===== config.mk =====
export PLATFORM = sky130hd
export DESIGN_NAME = lcd_sync_gen
export DESIGN_NICKNAME = d
export VERILOG_FILES = /design/src/rtl/lcd_sync_pkg.sv /design/src/rtl/lcd_dot_div.sv /design/src/rtl/lcd_cfg_shadow.sv /design/src/rtl/lcd_pos_ctr.sv /design/src/rtl/lcd_sync_out.sv /design/src/rtl/lcd_sync_gen.sv
export SDC_FILE = /design/constraint.sdc
export NUM_CORES = 1
export LEC_CHECK = 0
export CAP_MARGIN = 30
export CELL_PAD_IN_SITES_DETAIL_PLACEMENT = 1
export CELL_PAD_IN_SITES_GLOBAL_PLACEMENT = 2
export CORE_MARGIN = 4
export CORE_UTILIZATION = 38
export CTS_CLUSTER_DIAMETER = 50
export CTS_CLUSTER_SIZE = 28
export DETAILED_ROUTE_END_ITERATION = 8
export PLACE_DENSITY_LB_ADDON = 0.1
export SETUP_SLACK_MARGIN = 0.2
export SYNTH_ARGS = -nofsm -noshare
export SYNTH_HDL_FRONTEND = slang
export SYNTH_SLANG_ARGS = --single-unit
export TNS_END_PERCENT = 5

===== constraint.sdc =====
create_clock -name clk -period 20.4 [get_ports clk]
set_input_delay 4.08 -clock clk [delete_from_list [all_inputs] [get_ports clk]]
set_output_delay 4.08 -clock clk [all_outputs]
set_load 0.01 [all_outputs]

===== src/rtl/lcd_sync_pkg.sv =====
package lcd_sync_pkg;
  localparam int H_W   = 10;
  localparam int V_W   = 10;
  localparam int PIX_W = H_W + 3;
  localparam int LIN_W = V_W + 2;

  typedef struct packed {
    logic           stn;
    logic [H_W-1:0] hpw;
    logic [H_W-1:0] hbp;
    logic [H_W-1:0] hfp;
    logic [H_W-1:0] dly;
    logic [H_W-1:0] hact;
    logic [V_W-1:0] vpw;
    logic [V_W-1:0] vbp;
    logic [V_W-1:0] vfp;
    logic [V_W-1:0] vact;
  } lcd_cfg_t;

  typedef struct packed {
    logic hs;
    logic vs;
    logic de;
  } lcd_out_t;

  // last dot index of a line
  function automatic logic [PIX_W-1:0] lcd_pix_last(lcd_cfg_t c);
    return PIX_W'(c.hpw) + PIX_W'(c.hbp) + PIX_W'(c.hact) + PIX_W'(c.hfp)
         + (PIX_W'(c.dly) << 1) + PIX_W'(4);
  endfunction

  // last line index of a frame
  function automatic logic [LIN_W-1:0] lcd_line_last(lcd_cfg_t c);
    return c.stn ? LIN_W'(c.vact)
                 : LIN_W'(c.vbp) + LIN_W'(c.vact) + LIN_W'(c.vfp);
  endfunction

  // sync / enable levels for one raster position
  function automatic lcd_out_t lcd_decode(lcd_cfg_t c, logic [PIX_W-1:0] pix,
                                          logic [LIN_W-1:0] line);
    logic [PIX_W-1:0] a0;
    logic [LIN_W-1:0] first_ln;
    logic             vis_line;
    lcd_out_t         o;
    a0       = PIX_W'(c.hpw) + PIX_W'(c.hbp) + PIX_W'(c.dly) + PIX_W'(2);
    first_ln = c.stn ? '0 : LIN_W'(c.vbp);
    vis_line = (line >= first_ln) && (line <= first_ln + LIN_W'(c.vact));
    o.hs = (pix <= PIX_W'(c.hpw));
    o.de = vis_line && (pix >= a0) && (pix <= a0 + PIX_W'(c.hact));
    if (c.stn)
      o.vs = ((line == LIN_W'(0)) && (pix >= a0)) || ((line == LIN_W'(1)) && (pix < a0));
    else
      o.vs = (line <= LIN_W'(c.vpw));
    return o;
  endfunction
endpackage


===== src/rtl/lcd_dot_div.sv =====
module lcd_dot_div #(
  parameter int DIV_W = 8
) (
  input  logic             clk,
  input  logic             rst,
  input  logic [DIV_W-1:0] div,
  output logic             dot_ce
);
  logic [DIV_W-1:0] cnt;

  always_ff @(posedge clk) begin
    if (rst) begin
      cnt    <= '0;
      dot_ce <= 1'b0;
    end else if (cnt >= div) begin
      cnt    <= '0;
      dot_ce <= 1'b1;
    end else begin
      cnt    <= cnt + 1'b1;
      dot_ce <= 1'b0;
    end
  end

  // a pulse is never followed at once by another unless the divider is 0
  assert_ce_gap_R2: assert property (@(posedge clk) disable iff (rst)
    (dot_ce && div != '0) |=> !dot_ce);
endmodule


===== src/rtl/lcd_cfg_shadow.sv =====
module lcd_cfg_shadow
  import lcd_sync_pkg::*;
(
  input  logic     clk,
  input  logic     rst,
  input  logic     load,
  input  lcd_cfg_t cfg_in,
  output lcd_cfg_t cfg_q,
  output lcd_cfg_t cfg_nx
);
  assign cfg_nx = (rst || load) ? cfg_in : cfg_q;

  always_ff @(posedge clk) cfg_q <= cfg_nx;

  // shadow only moves at a frame boundary
  assert_shadow_hold_R10: assert property (@(posedge clk) disable iff (rst)
    !load |=> $stable(cfg_q));
endmodule


===== src/rtl/lcd_pos_ctr.sv =====
module lcd_pos_ctr
  import lcd_sync_pkg::*;
(
  input  logic             clk,
  input  logic             rst,
  input  logic             ce,
  input  logic [PIX_W-1:0] pix_last,
  input  logic [LIN_W-1:0] line_last,
  output logic [PIX_W-1:0] pix,
  output logic [LIN_W-1:0] line,
  output logic [PIX_W-1:0] pix_nx,
  output logic [LIN_W-1:0] line_nx,
  output logic             wrap
);
  always_comb begin
    pix_nx  = pix;
    line_nx = line;
    wrap    = 1'b0;
    if (rst) begin
      pix_nx  = '0;
      line_nx = '0;
    end else if (ce) begin
      if (pix >= pix_last) begin
        pix_nx = '0;
        if (line >= line_last) begin
          line_nx = '0;
          wrap    = 1'b1;
        end else begin
          line_nx = line + 1'b1;
        end
      end else begin
        pix_nx = pix + 1'b1;
      end
    end
  end

  always_ff @(posedge clk) begin
    pix  <= pix_nx;
    line <= line_nx;
  end

  assert_hold_R2: assert property (@(posedge clk) disable iff (rst)
    !ce |=> ($stable(pix) && $stable(line)));
  assert_pix_range_R3: assert property (@(posedge clk) disable iff (rst)
    pix <= pix_last);
  assert_line_range_R6: assert property (@(posedge clk) disable iff (rst)
    line <= line_last);
endmodule


===== src/rtl/lcd_sync_out.sv =====
module lcd_sync_out
  import lcd_sync_pkg::*;
(
  input  logic             clk,
  input  logic             rst,
  input  lcd_cfg_t         cfg_nx,
  input  logic [PIX_W-1:0] pix_nx,
  input  logic [LIN_W-1:0] line_nx,
  output logic             hsync,
  output logic             vsync,
  output logic             den
);
  lcd_out_t dec;

  // decode the position the counters move to, so outputs line up with them
  always_comb begin
    if (rst) dec = lcd_decode(cfg_nx, '0, '0);
    else     dec = lcd_decode(cfg_nx, pix_nx, line_nx);
  end

  always_ff @(posedge clk) begin
    hsync <= dec.hs;
    vsync <= dec.vs;
    den   <= dec.de;
  end

  assert_den_vs_hsync_R5: assert property (@(posedge clk) disable iff (rst)
    den |-> !hsync);
endmodule


===== src/rtl/lcd_sync_gen.sv =====
module lcd_sync_gen
  import lcd_sync_pkg::*;
#(
  parameter int DIV_W = 8
) (
  input  logic             clk,
  input  logic             rst,
  input  logic             stn_mode,
  input  logic [DIV_W-1:0] clk_div,
  input  logic [H_W-1:0]   hsync_width,
  input  logic [H_W-1:0]   hback,
  input  logic [H_W-1:0]   hfront,
  input  logic [H_W-1:0]   sync_delay,
  input  logic [H_W-1:0]   hactive,
  input  logic [V_W-1:0]   vsync_width,
  input  logic [V_W-1:0]   vback,
  input  logic [V_W-1:0]   vfront,
  input  logic [V_W-1:0]   vactive,
  output logic             dot_ce,
  output logic             hsync,
  output logic             vsync,
  output logic             den,
  output logic [PIX_W-1:0] pix_cnt,
  output logic [LIN_W-1:0] line_cnt
);
  lcd_cfg_t         cfg_in, cfg_q, cfg_nx;
  logic [PIX_W-1:0] pix_nx;
  logic [LIN_W-1:0] line_nx;
  logic             wrap;

  assign cfg_in = '{stn: stn_mode, hpw: hsync_width, hbp: hback, hfp: hfront,
                    dly: sync_delay, hact: hactive, vpw: vsync_width,
                    vbp: vback, vfp: vfront, vact: vactive};

  lcd_dot_div #(.DIV_W(DIV_W)) u_div (
    .clk(clk), .rst(rst), .div(clk_div), .dot_ce(dot_ce)
  );

  lcd_cfg_shadow u_shadow (
    .clk(clk), .rst(rst), .load(wrap), .cfg_in(cfg_in),
    .cfg_q(cfg_q), .cfg_nx(cfg_nx)
  );

  lcd_pos_ctr u_pos (
    .clk(clk), .rst(rst), .ce(dot_ce),
    .pix_last(lcd_pix_last(cfg_q)), .line_last(lcd_line_last(cfg_q)),
    .pix(pix_cnt), .line(line_cnt), .pix_nx(pix_nx), .line_nx(line_nx),
    .wrap(wrap)
  );

  lcd_sync_out u_out (
    .clk(clk), .rst(rst), .cfg_nx(cfg_nx), .pix_nx(pix_nx), .line_nx(line_nx),
    .hsync(hsync), .vsync(vsync), .den(den)
  );

  assert_hs_start_R4: assert property (@(posedge clk) disable iff (rst)
    $rose(hsync) |-> (pix_cnt == '0));
  assert_tft_vs_start_R7: assert property (@(posedge clk) disable iff (rst)
    ($rose(vsync) && !cfg_q.stn) |-> (pix_cnt == '0 && line_cnt == '0));
  assert_stn_vs_start_R9: assert property (@(posedge clk) disable iff (rst)
    ($rose(vsync) && cfg_q.stn) |-> (den && line_cnt == '0));
endmodule


==> metrics.yaml <==
ys_seq_area_frac: 0.2618
synth-edff-count: 20
routedWlPerCell_um: 17.44
initial_core_util: 0.3894
clk_path_buf_depth: 2
viasPerCell: 5.028
place_congestion: 0.8050
start_kind: "flop"
synth.avg_cell_area_um2: 8.714
finalNetCount: 1666
drc: 0
post_cts_buffers: 0
max_freq_ghz: 0.08049
yosys_warnings: 0
ant_nets: 0
final-max-slew-violation-count: 0
dpl_cell_area_um2: 12240
drt-initial-drc-count: 356
setup_ws_ps: 7976
antenna_found_initial: 0
stdcell_area_um2: 12840
clk_latency_ps: 430
track_usage: 0.1992
grt_pass1_wl_um: 48320
crit_path_end_kind: "flop"
crit_arrival_ps: 12790
cts_hold_buf: 0
most-common-layout-cells: "ha_1, nand2_1, inv_1"
cp_max_fo: 54
fp-row-count: 60
fin_util: 0.4737
finalHoldViolations: 0
syn_area_um2: 10550
power_density_nw_per_um2: 104.1
grt_max_degree: 56
wl_um: 30110
worst_path_max_delay_cell: "clkinv_2"
cp_data_required_time_ps: 20770
dp_hpwl_um: 24750
clock_skew_ps: 13.72
cp_common_cell: "ha_1"
period_needed_ps: 12420
tritoncts: "done"
htree_levels: 4
vias: 8678
setup_violations: 0
ios: 130
clock-sinks: 128
root_buffer: "clkbuf_16"
dp_cells: 1694
relSlewSlack: 0.5060
synth_seq_cells: 128
finalCritPeriodShare: 0.6090
cts-resized-gates: 0
synth_cell_type_count: 63
holdCritPathClass: "reg2reg"
rsz0062_at_grt: "no"
cts_inserted_buffers: 17
whs_ps: 464.3
die_w_um: 174.6
die-height_um: 174.6
synth_nets: 1536
path_clk_slew_ps: 70
tightestPinTransition_ps: 741.0
grt_remaining_overflow: 0
synth_flop_cell: "dfxtp_1"
synthCells: 1211
area_growth_pct: 21.66
worst-setup-path-type: "reg2reg"
dr.pass1.iters: 5
setup_tns_ps: 0
core_area_um2: 27100
final_cells: 1726
grt_pass1_vias: 9087
p_leak_nw: 6.082
synthArstFlopShare: 0
status: "finished, final reports clean"
p_total_mw: 1.336
pre_cts_slack_ps: 7919
port_buffers: 129
ir_drop_mv: 0.05348
antenna_cells: 0
dieArea_um2: 30500
layout_commonest_cell: "ha_1"
drive_above_1_share: 0.03914
cap_violations: 0
max_stage_delay_ps: 750
## registers in the layout, indices dropped and copies added (netlist names)
register	cells
u_div.dot_ce	1
u_pos.pix	13
u_out.vsync	1
u_shadow.cfg_q	91
u_div.cnt	8
u_out.den	1
u_out.hsync	1
u_pos.line	12
## critical path, delay by kind of cell, from the launching register on
family | cells | cell delay (ps)
compound gates | 24 | 5020
xor+xnor | 3 | 420
fa+ha+maj | 11 | 3850
buf+inv | 3 | 850
flops | 1 | 380
simple gates | 10 | 1810
## power breakdown
group          internal [mW]  total [mW]  switching (mW)
logic                  0.323       0.730           0.408
registers              0.274       0.286          0.0122
clock network          0.185       0.320           0.136
## synth_stat cells (20+ instances only)
| master | count | area [um2] |
|---|---|---|
| ha_1 | 179 | 2240 |
| nand2_1 | 168 | 630.6 |
| inv_1 | 137 | 514.2 |
| dfxtp_1 | 108 | 2162 |
| nor2_1 | 75 | 281.5 |
| a21oi_1 | 70 | 350.3 |
| o21ai_0 | 51 | 255.2 |
| fa_1 | 45 | 900.9 |
| xnor2_1 | 43 | 376.6 |
| xor2_1 | 29 | 254.0 |
| nand3_1 | 24 | 120.1 |
| a21o_1 | 23 | 172.7 |
| edfxtp_1 | 20 | 600.6 |
| mux2i_1 | 20 | 200.2 |
| nor2b_1 | 20 | 125.1 |
## layer usage
layer,share of wire,global-route usage,wire length (um),up-vias
li1,-,-,-,4393
met1,0.54,0.2990,16110,4130
met2,0.42,0.3089,12740,134
met3,0.031,0.02423,941,21
met4,0.010,0.04092,315,0
met5,0,0,0,-
## layout make-up
type / count / area, um2
clock buffers: 20 / 479.2
clock inverters: 12 / 118.9
fillers: 3182 / 14260
inverters: 139 / 523.0
multi-input cells: 921 / 7161
flip-flops and latches: 128 / 2763
well taps: 372 / 465.4
repair buffers: 134 / 1329
## cell families (layout without fill, tap and decap cells)
| kind of cell | count (synthesis) | in the layout | share of synthesized area |
|---|---|---|---|
| simple gates | 378 | 378 | 0.1649 |
| fa+ha+maj | 224 | 224 | 0.2976 |
| compound gates | 224 | 224 | 0.1341 |
| buf+inv | 162 | 305 | 0.05964 |
| flops | 128 | 128 | 0.2618 |
| xor+xnor | 72 | 72 | 0.05976 |
| mux | 23 | 23 | 0.02217 |
## worst paths after layout
check	from	to	slack (ps)	depth (start not counted)
worst max-delay path	u_shadow.cfg_q[61]$_DFFE_PN_	u_out.den$_DFF_P_	7980	51
worst min register to register	u_shadow.cfg_q[30]$_DFF_P_	u_shadow.cfg_q[30]$_DFF_P_	460	2
worst max register to register	u_shadow.cfg_q[61]$_DFFE_PN_	u_out.den$_DFF_P_	7980	51
worst min-delay path	u_shadow.cfg_q[30]$_DFF_P_	u_shadow.cfg_q[30]$_DFF_P_	460	2
Note: power is estimated with default switching activity, not from simulation.
